[src/rtl/mdio_mon_pkg.sv]
package mdio_mon_pkg;

  localparam int PORT_W = 5;
  localparam int REG_W  = 5;
  localparam int DATA_W = 16;
  localparam int OP_W   = 2;
  localparam int TA_W   = 2;

  typedef enum logic [2:0] {
    PH_PRE, PH_ST, PH_OP, PH_PRT, PH_DEV, PH_TA, PH_DATA
  } phase_e;

  typedef struct packed {
    logic              c45;
    logic [OP_W-1:0]   op;
    logic              short_pre;
    logic [TA_W-1:0]   ta_bits;   // [1] first bit received, [0] second
    logic [PORT_W-1:0] port;
    logic [REG_W-1:0]  dev;
    logic [DATA_W-1:0] data;
  } frame_t;

  // Number of bits in each counted field.
  function automatic int phase_len(phase_e ph);
    case (ph)
      PH_OP:   return OP_W;
      PH_PRT:  return PORT_W;
      PH_DEV:  return REG_W;
      PH_TA:   return TA_W;
      PH_DATA: return DATA_W;
      default: return 1;
    endcase
  endfunction

  function automatic phase_e phase_after(phase_e ph);
    case (ph)
      PH_OP:   return PH_PRT;
      PH_PRT:  return PH_DEV;
      PH_DEV:  return PH_TA;
      PH_TA:   return PH_DATA;
      default: return PH_PRE;
    endcase
  endfunction

  function automatic logic op_is_read(logic [OP_W-1:0] op);
    return op[1];
  endfunction

  // Opcodes whose first turnaround bit is driven high by the master.
  function automatic logic op_is_write_type(logic [OP_W-1:0] op);
    return !op[1];
  endfunction

  function automatic logic op_bad(logic c45, logic [OP_W-1:0] op);
    return !c45 && (op[1] == op[0]);
  endfunction

  function automatic logic [1:0] ta_fault(logic [OP_W-1:0] op,
                                          logic [TA_W-1:0] ta);
    return {ta[0], op_is_write_type(op) && !ta[1]};
  endfunction

endpackage

[src/rtl/mdio_sync.sv]
module mdio_sync #(
  parameter int STAGES = 2
) (
  input  logic clk,
  input  logic rst,
  input  logic d,
  output logic q
);
  logic [STAGES-1:0] chain;

  always_ff @(posedge clk) begin
    if (rst) chain <= '0;
    else     chain <= {chain[STAGES-2:0], d};
  end

  assign q = chain[STAGES-1];
endmodule

[src/rtl/mdio_addr_ctx.sv]
module mdio_addr_ctx #(
  parameter int W = 16
) (
  input  logic         clk,
  input  logic         rst,
  input  logic         load,
  input  logic         inc,
  input  logic [W-1:0] load_val,
  output logic [W-1:0] addr,
  output logic         known
);
  always_ff @(posedge clk) begin
    if (rst) begin
      addr  <= '0;
      known <= 1'b0;
    end else if (load) begin
      addr  <= load_val;
      known <= 1'b1;
    end else if (inc && known) begin
      addr  <= addr + W'(1);
    end
  end

  a_r8_load_sets_known: assert property (@(posedge clk) disable iff (rst)
    load |=> known && addr == $past(load_val));

  a_r9_post_increment: assert property (@(posedge clk) disable iff (rst)
    (inc && known && !load) |=> addr == $past(addr) + W'(1));

  a_r9_unknown_stays: assert property (@(posedge clk) disable iff (rst)
    (!known && !load) |=> !known);
endmodule

[src/rtl/mdio_frame_fsm.sv]
module mdio_frame_fsm
  import mdio_mon_pkg::*;
#(
  parameter int PRE_LEN = 32
) (
  input  logic   clk,
  input  logic   rst,
  input  logic   step,
  input  logic   bit_in,
  output logic   frame_done,
  output frame_t frame,
  output logic   illegal_exit
);
  localparam int CNT_W = $clog2(PRE_LEN + 1);
  localparam int IDX_W = $clog2(DATA_W);

  phase_e            phase;
  logic [CNT_W-1:0]  pre_cnt;
  logic              in_illegal;
  logic [IDX_W-1:0]  bit_idx;
  logic              c45_q, short_q;
  logic [OP_W-1:0]   op_q;
  logic [TA_W-1:0]   ta_q;
  logic [PORT_W-1:0] port_q;
  logic [REG_W-1:0]  dev_q;
  logic [DATA_W-1:0] data_q;
  logic              last_bit;
  logic              pre_zero;

  assign last_bit     = (bit_idx == IDX_W'(phase_len(phase) - 1));
  assign frame_done   = step && phase == PH_DATA && last_bit;
  assign illegal_exit = step && phase == PH_PRE && in_illegal && bit_in;
  assign pre_zero     = step && phase == PH_PRE && !in_illegal && !bit_in;

  always_comb begin
    frame.c45       = c45_q;
    frame.op        = op_q;
    frame.short_pre = short_q;
    frame.ta_bits   = ta_q;
    frame.port      = port_q;
    frame.dev       = dev_q;
    frame.data      = {data_q[DATA_W-2:0], bit_in};
  end

  always_ff @(posedge clk) begin
    if (rst) begin
      phase      <= PH_PRE;
      pre_cnt    <= '0;
      in_illegal <= 1'b0;
      bit_idx    <= '0;
      c45_q      <= 1'b0;
      short_q    <= 1'b0;
      op_q       <= '0;
      ta_q       <= '0;
      port_q     <= '0;
      dev_q      <= '0;
      data_q     <= '0;
    end else if (step) begin
      case (phase)
        PH_PRE: begin
          if (bit_in) begin
            in_illegal <= 1'b0;
            if (pre_cnt != CNT_W'(PRE_LEN)) pre_cnt <= pre_cnt + CNT_W'(1);
          end else if (!in_illegal) begin
            if (pre_cnt == '0) begin
              in_illegal <= 1'b1;
            end else begin
              short_q <= (pre_cnt < CNT_W'(PRE_LEN));
              phase   <= PH_ST;
            end
          end
        end
        PH_ST: begin
          c45_q   <= !bit_in;
          bit_idx <= '0;
          phase   <= PH_OP;
        end
        default: begin
          case (phase)
            PH_OP:   op_q   <= {op_q[OP_W-2:0], bit_in};
            PH_PRT:  port_q <= {port_q[PORT_W-2:0], bit_in};
            PH_DEV:  dev_q  <= {dev_q[REG_W-2:0], bit_in};
            PH_TA:   ta_q   <= {ta_q[TA_W-2:0], bit_in};
            default: data_q <= {data_q[DATA_W-2:0], bit_in};
          endcase
          if (last_bit) begin
            bit_idx <= '0;
            phase   <= phase_after(phase);
            if (phase == PH_DATA) pre_cnt <= '0;
          end else begin
            bit_idx <= bit_idx + IDX_W'(1);
          end
        end
      endcase
    end
  end

  a_r11_count_bounded: assert property (@(posedge clk) disable iff (rst)
    pre_cnt <= CNT_W'(PRE_LEN));

  a_r11_restart_preamble: assert property (@(posedge clk) disable iff (rst)
    frame_done |=> phase == PH_PRE && pre_cnt == '0);

  a_r3_illegal_holds: assert property (@(posedge clk) disable iff (rst)
    (step && phase == PH_PRE && in_illegal && !bit_in) |=> in_illegal);

  a_r2_short_zero_starts: assert property (@(posedge clk) disable iff (rst)
    (pre_zero && pre_cnt != '0 && pre_cnt < CNT_W'(PRE_LEN))
      |=> short_q && phase == PH_ST);

  a_r2_full_zero_starts: assert property (@(posedge clk) disable iff (rst)
    (pre_zero && pre_cnt == CNT_W'(PRE_LEN)) |=> !short_q && phase == PH_ST);
endmodule

[src/rtl/mdio_frame_monitor.sv]
module mdio_frame_monitor
  import mdio_mon_pkg::*;
#(
  parameter int PRE_LEN     = 32,
  parameter int SYNC_STAGES = 2
) (
  input  logic        clk,
  input  logic        rst,
  input  logic        mdc_in,
  input  logic        mdio_in,
  output logic        rec_valid,
  output logic        rec_c45,
  output logic        rec_read,
  output logic [4:0]  rec_port,
  output logic [4:0]  rec_dev,
  output logic [15:0] rec_data,
  output logic [15:0] rec_addr,
  output logic        rec_addr_known,
  output logic        rec_short_pre,
  output logic        rec_op_err,
  output logic [1:0]  rec_ta_err,
  output logic        rec_err,
  output logic        illegal_evt
);
  logic [1:0] raw_pins, sync_pins;
  logic       mdc_q, step;
  logic       frame_done, illegal_exit;
  frame_t     frame;
  logic       ctx_load, ctx_inc, ctx_known;
  logic [DATA_W-1:0] ctx_addr;
  logic [1:0] ta_f;
  logic       op_f;

  assign raw_pins = {mdc_in, mdio_in};

  for (genvar i = 0; i < 2; i++) begin : g_sync
    mdio_sync #(.STAGES(SYNC_STAGES)) u_sync (
      .clk(clk), .rst(rst), .d(raw_pins[i]), .q(sync_pins[i])
    );
  end

  always_ff @(posedge clk) begin
    if (rst) mdc_q <= 1'b0;
    else     mdc_q <= sync_pins[1];
  end

  assign step = sync_pins[1] && !mdc_q;

  mdio_frame_fsm #(.PRE_LEN(PRE_LEN)) u_fsm (
    .clk(clk), .rst(rst), .step(step), .bit_in(sync_pins[0]),
    .frame_done(frame_done), .frame(frame), .illegal_exit(illegal_exit)
  );

  assign ctx_load = frame_done && frame.c45 && frame.op == 2'b00;
  assign ctx_inc  = frame_done && frame.c45 && frame.op == 2'b10;

  mdio_addr_ctx #(.W(DATA_W)) u_ctx (
    .clk(clk), .rst(rst), .load(ctx_load), .inc(ctx_inc),
    .load_val(frame.data), .addr(ctx_addr), .known(ctx_known)
  );

  assign ta_f = ta_fault(frame.op, frame.ta_bits);
  assign op_f = op_bad(frame.c45, frame.op);

  always_ff @(posedge clk) begin
    if (rst) begin
      rec_valid      <= 1'b0;
      illegal_evt    <= 1'b0;
      rec_c45        <= 1'b0;
      rec_read       <= 1'b0;
      rec_port       <= '0;
      rec_dev        <= '0;
      rec_data       <= '0;
      rec_addr       <= '0;
      rec_addr_known <= 1'b0;
      rec_short_pre  <= 1'b0;
      rec_op_err     <= 1'b0;
      rec_ta_err     <= '0;
      rec_err        <= 1'b0;
    end else begin
      rec_valid   <= frame_done && !ctx_load;
      illegal_evt <= illegal_exit;
      if (frame_done && !ctx_load) begin
        rec_c45        <= frame.c45;
        rec_read       <= op_is_read(frame.op);
        rec_port       <= frame.port;
        rec_dev        <= frame.dev;
        rec_data       <= frame.data;
        rec_addr       <= frame.c45 ? ctx_addr : '0;
        rec_addr_known <= frame.c45 && ctx_known;
        rec_short_pre  <= frame.short_pre;
        rec_op_err     <= op_f;
        rec_ta_err     <= ta_f;
        rec_err        <= op_f || (|ta_f);
      end
    end
  end

  a_r1_step_isolated: assert property (@(posedge clk) disable iff (rst)
    step |=> !step);

  a_r10_single_strobe: assert property (@(posedge clk) disable iff (rst)
    rec_valid |=> !rec_valid);

  a_r8_address_silent: assert property (@(posedge clk) disable iff (rst)
    ctx_load |=> !rec_valid);

  a_r3_event_single: assert property (@(posedge clk) disable iff (rst)
    illegal_evt |=> !illegal_evt);
endmodule

[config.mk]
export PLATFORM = sky130hd
export DESIGN_NAME = mdio_frame_monitor
export DESIGN_NICKNAME = d
export VERILOG_FILES = /design/src/rtl/mdio_mon_pkg.sv /design/src/rtl/mdio_sync.sv /design/src/rtl/mdio_addr_ctx.sv /design/src/rtl/mdio_frame_fsm.sv /design/src/rtl/mdio_frame_monitor.sv
export SDC_FILE = /design/constraint.sdc
export NUM_CORES = 1
export LEC_CHECK = 0
export BUFFER_PORTS_ARGS = -buffer_cell sky130_fd_sc_hd__buf_4
export CORE_MARGIN = 2
export CORE_UTILIZATION = 45
export CTS_BUF_LIST = sky130_fd_sc_hd__clkbuf_4
export CTS_CLUSTER_SIZE = 10
export DETAILED_ROUTE_END_ITERATION = 16
export PLACE_DENSITY = 0.63
export REMOVE_ABC_BUFFERS = 1
export SYNTH_ARGS = -nofsm -noshare
export SYNTH_HDL_FRONTEND = slang
export SYNTH_SLANG_ARGS = --single-unit
[constraint.sdc]
create_clock -name clk -period 3.45 [get_ports clk]
set_input_delay 0.1725 -clock clk [delete_from_list [all_inputs] [get_ports clk]]
set_output_delay 0.1725 -clock clk [all_outputs]
set_load 0.01 [all_outputs]
Word-level counts from Yosys, hierarchy flattened
Index checks and enable logic that the tools add are counted.
{"block": "word_totals", "register_bits": 119, "inputBits": 4, "output_inout_bits": 52, "word_cells": 120}
{"block": "op_classes", "add_sub_neg": 4, "order_cmp": 1, "n_eq_ne": 15, "mux": 20, "bitwise": 7, "reduce_logical": 44}
{"operator": "$mux W16", "count": 3}
{"operator": "$mux W6", "count": 4}
{"operator": "$add A16 B1 Y16 const B", "count": 1}
{"operator": "$reduce_and A3 Y1", "count": 5}
{"operator": "$logic_and A1 B1 Y1", "count": 14}
{"operator": "$mux W3", "count": 4}
{"operator": "$pmux W3 S4", "count": 1}
{"operator": "$pmux W6 S2", "count": 1}
{"operator": "$ne A2 B2 Y1 const B", "count": 5}
{"operator": "$reduce_and A5 Y1", "count": 2}
{"operator": "$eq A3 B3 Y1 const B", "count": 3}
{"operator": "$pmux W3 S3", "count": 1}
{"operator": "$pmux W4 S2", "count": 1}
{"operator": "$reduce_or A2 Y1", "count": 4}
{"operator": "$not A1 Y1", "count": 7}
{"operator": "$add A6 B1 Y6 const B", "count": 1}
{"operator": "$eq A3 B2 Y1 const B", "count": 2}
{"operator": "$logic_not A1 Y1", "count": 6}
{"operator": "$logic_not A6 Y1", "count": 1}
{"operator": "$lt A6 B6 Y1 const B", "count": 1}
{"operator": "$ne A6 B6 Y1 const B", "count": 1}
{"operator": "$pmux W3 S2", "count": 1}
{"operator": "$reduce_and A2 Y1", "count": 3}
{"operator": "$reduce_and A6 Y1", "count": 1}
{"operator": "14 further kinds", "count": 18}

Logic depth before layout (Yosys ltp)
{"block": "depth", "depth_word": 11, "ltp_mapped": 12, "mapped_depth_nobuf": 8}

Hierarchy
From an unflattened synthesis, not the netlist that was laid out.
{"block": "hier_totals", "cells_unflattened": 589, "hier_area_um2": 5144.9}
{"mod": "mdio_frame_fsm", "instances": 1, "cells_each": 251, "area_per_inst_um2": 2143.3, "seq_area_each_um2": 900.9}
{"mod": "mdio_frame_monitor", "instances": 1, "cells_each": 216, "area_per_inst_um2": 1920.6, "seq_area_each_um2": 1061.0}
{"mod": "mdio_addr_ctx", "instances": 1, "cells_each": 114, "area_per_inst_um2": 975.9, "seq_area_each_um2": 340.3}
{"mod": "mdio_sync", "instances": 2, "cells_each": 4, "area_per_inst_um2": 52.6, "seq_area_each_um2": 40.0}

Worst setup path after synthesis
OpenSTA, ideal clock, no wires.
{"block": "synth_timing", "kind": "reg2reg", "startpoint": "register u_fsm.phase[1]", "endpoint": "register rec_ta_err[0]", "setup_time_ns": 0.070, "arrival_time_ns": 2.376, "required_time_ns": 3.380, "setup_slack_ns": 1.004, "path_stages_with_launch": 11, "path_buffers": 2, "synth_period_minus_slack_ns": 2.446, "cell_sequence": "dfxtp_1 > buf_6 > buf_2 > nand2b_1 > o21a_1 > ha_1 > xnor2_1 > nor3_1 > o21ai_1 > or4_1 > a21oi_1"}
{"block": "synth_between", "elab_chain_cells": 10, "word_cells_on_any_way": 16, "cone_classes": "1 x add/sub; 6 x eq/ne; 1 x mux; 8 x reduce/logical"}
{"item": "start: declaration", "line_no": "mdio_frame_fsm.sv:17", "rtl": "phase_e phase;"}
{"item": "start signal: assignment", "line_no": "mdio_frame_fsm.sv:88", "rtl": "phase <= phase_after(phase);"}
{"item": "$eq A3 B2 Y1 or $eq A3 B3 Y1 (tied branches)", "line_no": "mdio_mon_pkg.sv:25", "rtl": "case (ph)"}
{"item": "$reduce_or A2 Y1 (no line)"}
{"item": "$pmux W3 S3", "line_no": "mdio_mon_pkg.sv:25"}
{"item": "$sub A4 B1 Y4", "line_no": "mdio_frame_fsm.sv:30", "rtl": "assign last_bit = (bit_idx == IDX_W'(phase_len(phase) - 1));"}
{"item": "$eq A4 B4 Y1", "line_no": "mdio_frame_fsm.sv:30"}
{"item": "$logic_and A1 B1 Y1 *", "line_no": "mdio_frame_fsm.sv:31", "rtl": "assign frame_done = step && phase == PH_DATA && last_bit;"}
{"item": "$logic_and A1 B1 Y1 (2 in a row)", "line_no": "mdio_frame_monitor.sv:54", "rtl": "assign ctx_load = frame_done && frame.c45 && frame.op == 2'b00;"}
{"item": "$logic_not A1 Y1", "line_no": "mdio_frame_monitor.sv:83", "rtl": "if (frame_done && !ctx_load) begin"}
{"item": "$logic_and A1 B1 Y1 *", "line_no": "mdio_frame_monitor.sv:83"}
{"item": "end signal: assignment", "line_no": "mdio_frame_monitor.sv:93", "rtl": "rec_ta_err <= ta_f;"}
{"item": "end: declaration", "line_no": "mdio_frame_monitor.sv:21", "rtl": "output logic [1:0] rec_ta_err,"}
Mark *: on every way between the ends. The rest lies on a longest branch, timed or not.
A chain may end at the register's enable or synchronous reset.

Final worst setup path
{"block": "layout_timing", "startpoint": "register u_fsm.phase[0]", "endpoint": "register u_fsm.phase[2]"}
{"block": "layout_between", "elab_chain_cells": 7, "word_cells_on_any_way": 20, "cone_classes": "1 x add/sub; 10 x eq/ne; 4 x mux; 5 x reduce/logical"}
{"item": "$eq A3 B2 Y1 or $eq A3 B3 Y1 (tied branches)", "line_no": "mdio_mon_pkg.sv:25, mdio_mon_pkg.sv:36"}
{"item": "$reduce_or A2 Y1 (no line)"}
{"item": "$pmux W3 S3", "line_no": "mdio_mon_pkg.sv:25"}
{"item": "$sub A4 B1 Y4", "line_no": "mdio_frame_fsm.sv:30"}
{"item": "$eq A4 B4 Y1", "line_no": "mdio_frame_fsm.sv:30"}
{"item": "$reduce_bool A3 Y1 (no line)"}
{"item": "$reduce_and A5 Y1 (no line)"}
Several ways; a longest one is shown, not always the timed one. The select of a mux whose other input is x is not followed.

==> metrics.yaml <==
seq_area_frac_synth: 0.4532
gp_congestion: 0.9274
viasPerCell: 5.916
cp_cell_sequence: "nand2b_1 -> o21a_1 -> ha_1 -> xnor2_1 -> o221a_4 -> o211ai_1 -> buf_4 -> or4_1 -> a21oi_1"
fin_crit_ns: 3.144
m1WireLength_um: 6900
route.met2.wl_um: 6300
root_buffer: "clkbuf_4"
tns_ns: 0
layout_commonest_cell: "dfxtp_1"
die_w_um: 112.1
crit_family: "compound AO/OA/AOI/OAI gates"
cp_max_fo: 15
holdPathStages: 3
crit_slowest_cell: "or4_1"
relSlewSlack: 0.3397
reg2reg_depth: 9
cp-end-kind: "flop"
p_per_area_nw_per_um2: 434.2
worst_pin_slew_ns: 0.9861
cts_tree: "built"
synth_flop_cell: "dfxtp_1"
holdWs_ns: 0.3847
numPortBuffers: 55
top_layer: "met4"
synth_edf_count: 0
yosysWarnings: 0
cp_num_buf_inv: 1
clock_path_buffers: 2
placed_area_um2: 5714
die_area_um2: 12560
area_growth_pct: 15.12
io_pins: 56
min_path_type: "input pin to flop"
ant_nets: 0
skew_ns: 0.02307
rsz0062_at_grt: "false"
grt_max_degree: 42
finalSetupViolations: 0
routedWlPerCell_um: 17.41
design_area_um2: 6051
dp.final_hpwl_um: 9423
synth_cell_types: 69
status: "finished clean"
syn_area_um2: 5256
finalMaxSlewViolations: 0
clk_latency_ns: 0.55
maxCapViolCount: 0
overflow: 0
period_share: 0.9114
start_util: 0.4603
worst_ep_arrival_time_ns: 3.62
final_net_count: 662
core_area_um2: 11420
row_count: 39
fmaxAchievable_ghz: 0.3180
grt_pass1_vias: 4580
numCtsBuffers: 17
path_class: "flop to flop"
drive_gt1_frac: 0.1762
hold_violations: 0
n_antenna_cell: 0
htreeDepth: 4
met3WireLength_um: 710
grt_pass1_wl_um: 23430
irDropWorstVdd_v: 0.0003193
vias: 4774
postSynth.asyncResetShare: 0
die_h_um: 112.1
final_cell_mix: "118 x dfxtp_1, 68 x buf_4, 67 x a21oi_1"
grt_antenna_before_repair: 0
grt_use_total: 0.2305
cp_num_cells: 9
drcViolationCount: 0
synth.ff_latch_count: 119
worstPathRequired_ns: 3.92
clk_pin_slew_worst_paths_ns: 0.11
postSynthAreaPerCell_um2: 8.617
synthCells: 610
drtIter0Drc: 248
totalWireLength_um: 14050
cts_sinks: 119
num-fill-cells: 1097
first_pass_iters: 4
critPathLaunchType: "flop"
slowest_delay_ns: 0.47
p_leak_uw: 0.002196
==> synth_stat cells, types with 4 or more instances <==
master     number  share of area
dfxtp_1       119           0.45
a21oi_1        67          0.064
nand2_1        58          0.041
nand3_1        46          0.044
nor2_1         42          0.030
o21ai_0        41          0.039
clkbuf_1       30          0.021
a22o_1         17          0.028
inv_1          15          0.011
mux2i_1        13          0.025
a31oi_1        11          0.013
a211oi_1        9          0.013
buf_2           9         0.0086
ha_1            7          0.017
nor2b_1         7         0.0083
nand4_1         6         0.0071
nor3_1          6         0.0057
o2111ai_1       6          0.010
o31ai_1         6         0.0086
nand3b_1        5         0.0071
xor2_1          5         0.0083
a31o_2          4         0.0067
and3_1          4         0.0048
buf_6           4         0.0086
o211ai_1        4         0.0057
o22ai_1         4         0.0048
o311ai_0        4         0.0067
or4_1           4         0.0057
==> where the power goes <==
group	switching [uW]	internal, uW
clock	568	503
combinational	118	48.3
sequential	11.3	1380
==> cell families (layout without fill, tap and decap cells) <==
logic type / after synthesis / count (layout) / share of synthesized area
mux: 13 / 13 / 0.02476
simple gates: 199 / 199 / 0.1840
buf+inv: 64 / 118 / 0.05546
fa+ha+maj: 8 / 8 / 0.01880
compound gates: 200 / 200 / 0.2521
xor+xnor: 7 / 7 / 0.01166
flops: 119 / 119 / 0.4532
==> worst reg2reg max path, stage by stage, from the launching register on <==
cell and delay, ns:
dfxtp_1 0.45, nand2b_1 0.29, o21a_1 0.21, ha_1 0.20, xnor2_1 0.29, o221a_4 0.30
o211ai_1 0.40, buf_4 0.33, or4_1 0.47, a21oi_1 0.14
==> routing by layer <==
layer / GRT usage / vias up
met4: 0.07236 / 0
met3: 0.05994 / 16
met1: 0.3193 / 2292
li1: - / 2320
met5: 0 / -
met2: 0.3552 / 146
==> stage by stage <==
stage | util | power, uW | setup WS (ns) | std cells
5_1_grt | 0.5299 | 2734 | 0.06411 | 807
3_5_place_dp | 0.5004 | 1582 | 0.1719 | 772
4_1_cts | 0.5298 | 2644 | 0.1336 | 807
2_1_floorplan | - | 1511 | 0.5951 | 561
3_3_place_gp | 0.5004 | 1580 | 0.2703 | 772
6_report | 0.5299 | 2627 | 0.3055 | 807
==> path summary, 6_finish.rpt <==
path,from,to,slack [ns]
worst max-delay path,u_fsm.phase[0]$_SDFFE_PP0P_,u_fsm.phase[2]$_SDFFE_PP0P_,0.31
worst min-delay path,mdio_in,g_sync[0].u_sync.chain[0]$_SDFF_PP0_,0.38
worst max register to register,u_fsm.phase[0]$_SDFFE_PP0P_,u_fsm.phase[2]$_SDFFE_PP0P_,0.31
worst min register to register,g_sync[1].u_sync.chain[0]$_SDFF_PP0_,g_sync[1].u_sync.chain[1]$_SDFF_PP0_,0.45
==> layout make-up <==
type | instances | area [um2] | share of cell area
multi-input combinational | 427 | 2586 | 0.4274
sequential | 119 | 2384 | 0.3939
timing repair buffer | 71 | 540.5 | 0.08933
tap | 143 | 178.9 | 0.02957
clock inverter | 15 | 177.7 | 0.02936
clock buffer | 17 | 127.6 | 0.02109
inverter | 15 | 56.30 | 0.009305
==> sequential cells by signal, summed over array words and instances (netlist names), 2 cells and up <==
name	cells
g_sync.u_sync.chain	4
rec_addr	16
rec_data	16
rec_dev	5
rec_port	5
rec_ta_err	2
u_ctx.addr	16
u_fsm.bit_idx	4
u_fsm.data_q	15
u_fsm.dev_q	5
u_fsm.op_q	2
u_fsm.phase	3
u_fsm.port_q	5
u_fsm.pre_cnt	6
u_fsm.ta_q	2
==> timing repair <==
| item | CTS | global route |
|---|---|---|
| hold buffers | 3 | 0 |
| setup buffers | 0 | 0 |
| endpoints found under the hold margin | 16 | 0 |
| resized for setup | 0 | 1 |
| endpoints found under the setup margin | 0 | 2 |
No activity file was read; power rests on OpenSTA's default activity.
